<file path="config.mk">
export PLATFORM = sky130hd
export DESIGN_NAME = strop_sequencer
export DESIGN_NICKNAME = d
export VERILOG_FILES = /design/src/rtl/strseq_pkg.sv /design/src/rtl/strseq_timer.sv /design/src/rtl/strseq_step.sv /design/src/rtl/strseq_repeat.sv /design/src/rtl/strop_sequencer.sv
export SDC_FILE = /design/constraint.sdc
export NUM_CORES = 1
export LEC_CHECK = 0
export CORE_MARGIN = 5
export CORE_UTILIZATION = 48
export DETAILED_ROUTE_END_ITERATION = 16
export PLACE_DENSITY = 0.77
export SLEW_MARGIN = 20
export SYNTH_ARGS = -nofsm -noshare
export SYNTH_HDL_FRONTEND = slang
export SYNTH_SLANG_ARGS = --single-unit
</file>
<file path="constraint.sdc">
create_clock -name clk -period 2.9 [get_ports clk]
set_input_delay 0.87 -clock clk [delete_from_list [all_inputs] [get_ports clk]]
set_output_delay 0.87 -clock clk [all_outputs]
set_load 0.02 [all_outputs]
</file>
<file path="src/rtl/strseq_pkg.sv">
package strseq_pkg;

    typedef enum logic [2:0] {
        OP_MOVE  = 3'd0,
        OP_CMP   = 3'd1,
        OP_STORE = 3'd2,
        OP_LOAD  = 3'd3,
        OP_SCAN  = 3'd4
    } str_op_e;

    // What each operation touches
    typedef struct packed {
        logic adv_si;
        logic adv_di;
        logic rd_src;
        logic rd_dst;
        logic wr_dst;
        logic compare;
    } op_attr_t;

    function automatic logic op_known(input logic [2:0] code);
        return code <= 3'd4;
    endfunction

    function automatic op_attr_t op_attr(input logic [2:0] code);
        op_attr_t a;
        a = '0;
        case (str_op_e'(code))
            OP_MOVE:  begin a.adv_si = 1'b1; a.adv_di = 1'b1; a.rd_src = 1'b1; a.wr_dst = 1'b1; end
            OP_CMP:   begin a.adv_si = 1'b1; a.adv_di = 1'b1; a.rd_src = 1'b1; a.rd_dst = 1'b1; a.compare = 1'b1; end
            OP_STORE: begin a.adv_di = 1'b1; a.wr_dst = 1'b1; end
            OP_LOAD:  begin a.adv_si = 1'b1; a.rd_src = 1'b1; end
            OP_SCAN:  begin a.adv_di = 1'b1; a.rd_dst = 1'b1; a.compare = 1'b1; end
            default:  a = '0;
        endcase
        return a;
    endfunction

endpackage

</file>
<file path="src/rtl/strseq_timer.sv">
module strseq_timer #(
    parameter int CW = 3
) (
    input  logic          clk,
    input  logic          rst_n,
    input  logic          load,
    input  logic [CW-1:0] load_val,
    output logic          busy,
    output logic          last
);
    logic [CW-1:0] cnt_d, cnt_q;

    always_comb begin
        cnt_d = cnt_q;
        if (load)
            cnt_d = load_val;
        else if (cnt_q != '0)
            cnt_d = cnt_q - 1'b1;
    end

    always_ff @(posedge clk or negedge rst_n) begin
        if (!rst_n) cnt_q <= '0;
        else        cnt_q <= cnt_d;
    end

    assign busy = (cnt_q != '0);
    assign last = (cnt_q == CW'(1));

    AST_LOAD_WHEN_IDLE: assert property (@(posedge clk) disable iff (!rst_n)
        load |-> (cnt_q == '0));

endmodule

</file>
<file path="src/rtl/strseq_step.sv">
module strseq_step #(
    parameter int DW = 16
) (
    input  logic [DW-1:0] ptr_in,
    input  logic          adv,
    input  logic          word,
    input  logic          dir_dn,
    output logic [DW-1:0] ptr_out
);
    logic [DW-1:0] step;

    always_comb begin
        step = word ? DW'(2) : DW'(1);
        if (!adv)
            ptr_out = ptr_in;
        else if (dir_dn)
            ptr_out = ptr_in - step;
        else
            ptr_out = ptr_in + step;
    end
endmodule

</file>
<file path="src/rtl/strseq_repeat.sv">
module strseq_repeat #(
    parameter int DW = 16
) (
    input  logic          rep_nz,
    input  logic          rep_z,
    input  logic          compare,
    input  logic          zf,
    input  logic [DW-1:0] cx_in,
    output logic [DW-1:0] cx_out,
    output logic          again
);
    logic          early_stop;
    logic [DW-1:0] cx_dec;

    always_comb begin
        early_stop = compare && ((rep_nz && zf) || (rep_z && !zf));
        cx_dec     = cx_in - 1'b1;
        if (!(rep_nz || rep_z) || early_stop) begin
            cx_out = cx_in;
            again  = 1'b0;
        end else begin
            cx_out = cx_dec;
            again  = (cx_dec != '0);
        end
    end
endmodule

</file>
<file path="src/rtl/strop_sequencer.sv">
module strop_sequencer
    import strseq_pkg::*;
#(
    parameter int DW          = 16,
    parameter int WAIT_MOVE   = 4,
    parameter int WAIT_CMP    = 5,
    parameter int WAIT_STORE  = 2,
    parameter int WAIT_LOAD   = 2,
    parameter int WAIT_SCAN   = 3
) (
    input  logic          clk,
    input  logic          rst_n,
    input  logic          start,
    input  logic [2:0]    op_sel,
    input  logic          word_sel,
    input  logic          dir_dn,
    input  logic          rep_nz,
    input  logic          rep_z,
    input  logic          zf,
    input  logic [DW-1:0] cx_in,
    input  logic [DW-1:0] si_in,
    input  logic [DW-1:0] di_in,
    output logic          busy,
    output logic          rd_src,
    output logic          rd_dst,
    output logic          wr_dst,
    output logic          cmp_strobe,
    output logic          done,
    output logic          ip_rewind,
    output logic          hold,
    output logic [DW-1:0] cx_out,
    output logic [DW-1:0] si_out,
    output logic [DW-1:0] di_out
);
    localparam int WMAX_A = (WAIT_MOVE  > WAIT_CMP)  ? WAIT_MOVE  : WAIT_CMP;
    localparam int WMAX_B = (WAIT_STORE > WAIT_LOAD) ? WAIT_STORE : WAIT_LOAD;
    localparam int WMAX_C = (WMAX_A > WMAX_B) ? WMAX_A : WMAX_B;
    localparam int WMAX   = (WMAX_C > WAIT_SCAN) ? WMAX_C : WAIT_SCAN;
    localparam int CW     = $clog2(WMAX + 1);
    localparam int NPTR   = 2;

    typedef struct packed {
        op_attr_t      attr;
        logic          word;
        logic          dir;
        logic          rnz;
        logic          rz;
        logic [DW-1:0] cx;
        logic [DW-1:0] si;
        logic [DW-1:0] di;
    } ctx_t;

    typedef struct packed {
        logic          done;
        logic          again;
        logic          rd_src;
        logic          rd_dst;
        logic          wr_dst;
        logic          cmp;
        logic [DW-1:0] cx;
        logic [DW-1:0] si;
        logic [DW-1:0] di;
    } out_t;

    ctx_t ctx_d, ctx_q;
    out_t out_d, out_q;

    logic          accept;
    logic [CW-1:0] wait_sel;
    logic          tmr_busy, tmr_last;
    logic [DW-1:0] cx_next;
    logic          again_next;
    logic [DW-1:0] ptr_in  [NPTR];
    logic [DW-1:0] ptr_out [NPTR];
    logic          ptr_adv [NPTR];

    // Wait count for the requested operation
    always_comb begin
        case (str_op_e'(op_sel))
            OP_MOVE:  wait_sel = CW'(WAIT_MOVE);
            OP_CMP:   wait_sel = CW'(WAIT_CMP);
            OP_STORE: wait_sel = CW'(WAIT_STORE);
            OP_LOAD:  wait_sel = CW'(WAIT_LOAD);
            OP_SCAN:  wait_sel = CW'(WAIT_SCAN);
            default:  wait_sel = '0;
        endcase
    end

    assign accept = start && !tmr_busy && op_known(op_sel);

    strseq_timer #(.CW(CW)) i_timer (
        .clk      (clk),
        .rst_n    (rst_n),
        .load     (accept),
        .load_val (wait_sel),
        .busy     (tmr_busy),
        .last     (tmr_last)
    );

    assign ptr_in[0]  = ctx_q.si;
    assign ptr_in[1]  = ctx_q.di;
    assign ptr_adv[0] = ctx_q.attr.adv_si;
    assign ptr_adv[1] = ctx_q.attr.adv_di;

    for (genvar gi = 0; gi < NPTR; gi++) begin : g_ptr
        strseq_step #(.DW(DW)) i_step (
            .ptr_in  (ptr_in[gi]),
            .adv     (ptr_adv[gi]),
            .word    (ctx_q.word),
            .dir_dn  (ctx_q.dir),
            .ptr_out (ptr_out[gi])
        );
    end

    strseq_repeat #(.DW(DW)) i_repeat (
        .rep_nz  (ctx_q.rnz),
        .rep_z   (ctx_q.rz),
        .compare (ctx_q.attr.compare),
        .zf      (zf),
        .cx_in   (ctx_q.cx),
        .cx_out  (cx_next),
        .again   (again_next)
    );

    always_comb begin
        ctx_d = ctx_q;
        out_d = out_q;
        out_d.done   = 1'b0;
        out_d.again  = 1'b0;
        out_d.rd_src = 1'b0;
        out_d.rd_dst = 1'b0;
        out_d.wr_dst = 1'b0;
        out_d.cmp    = 1'b0;
        if (accept) begin
            ctx_d.attr = op_attr(op_sel);
            ctx_d.word = word_sel;
            ctx_d.dir  = dir_dn;
            ctx_d.rnz  = rep_nz;
            ctx_d.rz   = rep_z;
            ctx_d.cx   = cx_in;
            ctx_d.si   = si_in;
            ctx_d.di   = di_in;
            out_d.rd_src = ctx_d.attr.rd_src;
            out_d.rd_dst = ctx_d.attr.rd_dst;
            out_d.wr_dst = ctx_d.attr.wr_dst;
            out_d.cmp    = ctx_d.attr.compare;
        end
        if (tmr_last) begin
            out_d.done  = 1'b1;
            out_d.again = again_next;
            out_d.cx    = cx_next;
            out_d.si    = ptr_out[0];
            out_d.di    = ptr_out[1];
        end
    end

    always_ff @(posedge clk or negedge rst_n) begin
        if (!rst_n) begin
            ctx_q <= '0;
            out_q <= '0;
        end else begin
            ctx_q <= ctx_d;
            out_q <= out_d;
        end
    end

    assign busy       = tmr_busy;
    assign rd_src     = out_q.rd_src;
    assign rd_dst     = out_q.rd_dst;
    assign wr_dst     = out_q.wr_dst;
    assign cmp_strobe = out_q.cmp;
    assign done       = out_q.done;
    assign ip_rewind  = out_q.again;
    assign hold       = out_q.again;
    assign cx_out     = out_q.cx;
    assign si_out     = out_q.si;
    assign di_out     = out_q.di;

    AST_ACCEPT_BUSY: assert property (@(posedge clk) disable iff (!rst_n)
        (start && !busy && op_sel <= 3'd4) |=> busy);
    AST_DONE_PULSE: assert property (@(posedge clk) disable iff (!rst_n)
        done |=> !done);
    AST_BUSY_NOT_DONE: assert property (@(posedge clk) disable iff (!rst_n)
        busy |-> !done);
    AST_STROBE_IN_BUSY: assert property (@(posedge clk) disable iff (!rst_n)
        (rd_src || rd_dst || wr_dst || cmp_strobe) |-> busy);
    AST_CMP_READS_DST: assert property (@(posedge clk) disable iff (!rst_n)
        cmp_strobe |-> (rd_dst && !wr_dst));
    AST_HOLD_AT_DONE: assert property (@(posedge clk) disable iff (!rst_n)
        hold |-> done);
    AST_HOLD_NONZERO_CX: assert property (@(posedge clk) disable iff (!rst_n)
        hold |-> (cx_out != '0));
    AST_OUT_STABLE: assert property (@(posedge clk) disable iff (!rst_n)
        !done |-> ($stable(cx_out) && $stable(si_out) && $stable(di_out)));

endmodule

</file>
Yosys cells after proc, flatten, opt, wreduce, memory -nomap -nowiden:

Index checks and enable logic that the tools add are counted.

* register bits: 112
* bits of input ports: 59

* add/subtract/negate cells: 6
* magnitude comparators: 1
* equality and inequality tests: 5
* multiplexer cells: 16
* reduce and logical (&&, ||, !) cells: 20

Operators by type and width (number)
* two-way mux 16 bit: 5
* adder 16 bit: 2
* subtractor 16 bit: 2
* nonzero test 16 bit: 1
* subtractor 16 x 1 -> 16 bit (second input constant): 1
* case mux 3 bit (4 select lines): 1
* == test 3 x 1 -> 1 bit (second input constant): 2
* == test 3 x 2 -> 1 bit (second input constant): 2
* two-way mux 3 bit: 2
* OR reduction 2 bit: 3
* logical AND 1 bit: 5
* two-way mux 1 bit: 5
* two-way mux 2 bit: 2
* two-way mux 4 bit: 1
* OR reduction 4 bit: 1
* == test 3 bit (second input constant): 1
* <= comparator 3 bit (second input constant): 1
* logical NOT 1 bit: 3
* logical NOT 3 bit: 1
* logical OR 1 bit: 3
* nonzero test 3 bit: 1
* OR reduction 3 bit: 1
* subtractor 3 x 1 -> 3 bit (second input constant): 1
* nonzero test 2 bit: 1

Logic depth before layout (Yosys ltp):

* depth after elaboration: 7
* mapped depth: 11

Hierarchy:

Synthesis repeated with hierarchy kept, for this count alone.

* cells, all modules: 601
* area total of the unflattened synthesis: 7063.0 um^2

By module, submodules not included
* strop_sequencer: times used 1, cells an instance 242, area each 4284.1 um^2, sequential area each 2702.6 um^2
* strseq_step at g_ptr[1].i_step: times used 1, cells an instance 137, area each 1026.0 um^2, sequential area each 0.0 um^2
* strseq_step at g_ptr[0].i_step: times used 1, cells an instance 138, area each 1023.5 um^2, sequential area each 0.0 um^2
* strseq_repeat: times used 1, cells an instance 62, area each 510.5 um^2, sequential area each 0.0 um^2
* strseq_timer: times used 1, cells an instance 22, area each 219.0 um^2, sequential area each 75.1 um^2

Least setup slack after synthesis:

OpenSTA, ideal clock, no wires.

* path kind: reg2reg
* from: register ctx_q[50] in the netlist's numbering
* to: register out_q, in the netlist di_out[15]
* arrival time: 2808 ps
* data required time: 2818 ps
* path slack: 10 ps
* cell stages (with the launch flop): 11
* path buffers: 0
* period minus slack after synthesis: 2890 ps
* cell sequence: dfrtp_1 > nand2_1 > inv_1 > ha_1 > nand2b_1 > a21oi_1 > o31a_1 > o31a_1 > xnor2_1 > or3_1 > a31oi_1

* cells in the longest elaborated chain, start to end: 2

Ends and longest elaborated chain
* start, declared: RTL line strop_sequencer.sv:65 `ctx_t ctx_d, ctx_q;`
* start signal, assigned: RTL line strop_sequencer.sv:162 `ctx_q <= ctx_d;`
* two-way mux 16 bit: RTL line strseq_step.sv:16 `else if (dir_dn)`
* two-way mux 16 bit: RTL line strseq_step.sv:14 `if (!adv)`
* end signal, assigned: RTL line strop_sequencer.sv:163 `out_q <= out_d;`
* end, declared: RTL line strop_sequencer.sv:66 `out_t out_d, out_q;`

Every way passes these cells.
A chain may end at the register's enable or synchronous reset.

Final worst setup path:

* from: register i_timer.cnt_q[0]
* to: output busy

* cells in the longest elaborated chain, start to end: 1

Ends and longest elaborated chain
* start, declared: RTL line strseq_timer.sv:11 `logic [CW-1:0] cnt_d, cnt_q;`
* start signal, assigned: RTL line strseq_timer.sv:23 `else cnt_q <= cnt_d;`
* nonzero test 3 bit: RTL line strseq_timer.sv:26 `assign busy = (cnt_q != '0);`
* end, declared: RTL line strop_sequencer.sv:23 `output logic busy,`

Every way passes these cells.

==> run_results.csv <==
group,metric,value,unit
floorplan,initial_utilization,48.6,%
worst_setup_path,worstPathMaxFanout,6,
timing,setup-violations-final,0,
clock_network,insertion_delay,0.36,ns
place,gp_congestion,0.945,
global_routing,grt_pass1_vias,5057,
yosys,ys.flop_type,"dfrtp_1",
run_status,status,"finished clean",
clock_network,cts_made_buffers,9,
timing,fin_crit_sh,95.1,%
clock_network,cts_num_sinks,111,
timing,tightestPinTransition,0.935,ns
finish,antenna_cells,0,
timing,clock.fmax,363,MHz
finish,area_delta_synth_final,25.5,%
worst_setup_path,slowest_delay,0.65,ns
route,via_per_inst,5.50,
yosys,yosysWarnings,0,
timing,finClkSkew,0.0115,ns
worst_hold_path,hold_start,"di_out[8]",
clock_network,ctsHoldBuffers,0,
global_routing,antenna_found_initial,0,
yosys,synth_cells,631,
route,drc,0,
worst_setup_path,worstSetupEndpointType,"output port",
finish,final_cell_mix,"clkdlybuf4s50_1, dfrtp_1, nand2_1, mux2_2, o21ai_0",
yosys,synth_cell_types,56,
worst_setup_path,cp-start-kind,"flop",
worst_hold_path,hold_path.class,"reg -> reg",
worst_hold_path,holdPathStages,1,
worst_setup_path,rrSetupSlack,0.30,ns
clock_network,cts_resized,0,
yosys,ys_seq_elements,111,
pwr,powerDensity,1230,mW/mm^2
yosys,avgSynthCellArea,10.1,sq um
timing,fin_tns_setup,0,ns
finish,drive_above_1_share,13.6,%
worst_setup_path,critPathSlowestCell,"clkdlybuf4s50_1",
finish,final_net_count,829,
yosys,yosysTopAreaCell,"dfrtp_1",
worst_setup_path,worstSetupPathType,"reg -> out",
clock_network,cts_setup_buffers,0,
global_routing,grt_first_pass_wirelength,25000,microns
floorplan,io_pins,115,
timing,rsz0062_at_grt,"false",
yosys,synthTopCellsByArea,"dfrtp_1, mux2_2, ha_1",
place,hpwl,10900,microns
route,wl_per_cell,16.3,microns
yosys,synth-edff-count,0,
clock_network,cts_tree,"yes",
floorplan,die_h,125,microns
floorplan,die_w,125,microns
floorplan,fp.dieArea,0.0157,sq mm
worst_setup_path,r2r_end,"di_out[15]",
yosys,synth_top_area_share,43.5,%
finish,utilization,61.0,%
floorplan,rows,42,
route,antenna_left,0,
timing,period_needed,2.76,ns
worst_setup_path,r2r-start,"ctx_q[50]",
yosys,synth_area,0.00639,sq mm
floorplan,core-area,0.0131,sq mm
global_routing,gr-total-overflow,0,
worst_setup_path,cp.required,2.03,ns
route,routed_wl,14900,microns
timing,relSlewSlack,37.7,%
pwr,p_leak,0.00355,uW
yosys,synth_nets,727,
route,drt-initial-drc-count,423,
place,io_buffers,114,
finish,final_area,0.00801,sq mm
route,vias,5029,
worst_setup_path,crit_chain,"inv_1, ha_1, nand2b_1, clkdlybuf4s50_1",
place,dp_cells,898,
route,first_pass_iters,4,
finish,final_cells,914,
worst_setup_path,cp.arrival,1.89,ns
pwr,ir_drop,0.000615,V
yosys,yosysSeqAreaShare,43.5,%
global_routing,track_usage,19.3,%
clock_network,clockRootBuffer,"clkbuf_16",
yosys,async_flop_share,100,%
timing,slew_violations,0,
finish,final_common_cell,"clkdlybuf4s50_1",
clock_network,cts_buffer_depth,2,
place,postPlaceCellArea,0.00770,sq mm
global_routing,grt_max_degree,84,
worst_setup_path,reg2reg_depth,9,
clock_network,htreeDepth,3,
timing,report.final.hold_viol_count,0,
pwr,total_power,9840,uW
run,max_cap_violations,0,
clock_network,clk_pin_slew,0.08,ns
worst_hold_path,holdPathEnd,"di_out[8]",
report_power, final:
group	total, uW	switching (uW)	internal (uW)
clock	1300	593	708
combinational	5640	2990	2650
sequential	2890	643	2250
total	9840	4230	5610
cells in the mapped netlist, types with 8 or more instances:
cell type / count
dfrtp_1: 111
nand2_1: 61
mux2_2: 55
o21ai_0: 52
a21oi_1: 42
nor2_1: 36
ha_1: 35
xnor2_1: 31
clkbuf_1: 21
inv_1: 21
mux2i_1: 15
a21o_1: 12
xor2_1: 12
a31oi_1: 10
and3_1: 8
buf_2: 8
nor3_1: 8
cell families (layout without fill, tap and decap cells):
family                     Yosys count  in the layout  share of synthesized area [%]
AOI/OAI and AO/OA                  155            155                           14.8
DFF                                111            111                           43.5
muxes                               70             70                           12.0
adders and majority gates           38             38                           7.64
xor gates and xnor gates            43             43                           5.90
buffers and inverters               55            162                           3.68
and+or+nand+nor                    159            159                           12.4
stage by stage:
step                worst slack (ns)  hold slack (ns)
floorplan                     0.0102            0.446
global placement               0.162            0.463
detailed placement            0.0969            0.464
CTS                            0.133            0.482
global route                  0.0400            0.501
finish                         0.142            0.478
how the worst max path moves through the flow:
stage | startpoint | slack [ns] | to
6_report | i_timer.cnt_q[0] | 0.14 | busy
5_1_grt | i_timer.cnt_q[0] | 0.04 | busy
3_3_place_gp | zf | 0.16 | cx_out[8]
2_1_floorplan | ctx_q[50] | 0.01 | di_out[15]
4_1_cts | i_timer.cnt_q[0] | 0.13 | busy
3_5_place_dp | zf | 0.1 | cx_out[12]
flip-flops by register name (all words and copies together) (netlist names):
register,count
done,1
hold,1
di_out,16
ctx_q,55
wr_dst,1
cx_out,16
si_out,16
rd_src,1
i_timer.cnt_q,3
cmp_strobe,1
area by class of cell:
class / instances / area [sq um]
fillers: 1102 / 5120
multi-input cells: 465 / 3380
flip-flops and latches: 111 / 2780
repair buffers: 125 / 1250
clock buffers: 10 / 239
well taps: 176 / 220
inverters: 21 / 78.8
clock inverters: 6 / 75.1
critical path: cells and delay by family, from the launching register on:
family | cells | cell delay [ns]
buffers and inverters | 2 | 0.75
flip-flops | 1 | 0.36
adder cells (fa/ha/maj) | 1 | 0.24
AND/OR/NAND/NOR | 1 | 0.18
metal layers:
layer	vias up	wire, microns	track usage [%]
met5	-	0	0
met4	0	390	6.82
met3	29	680	5.29
met2	138	7320	31.6
met1	2417	6520	24.8
li1	2445	-	-
No activity file was read; power rests on OpenSTA's default activity.
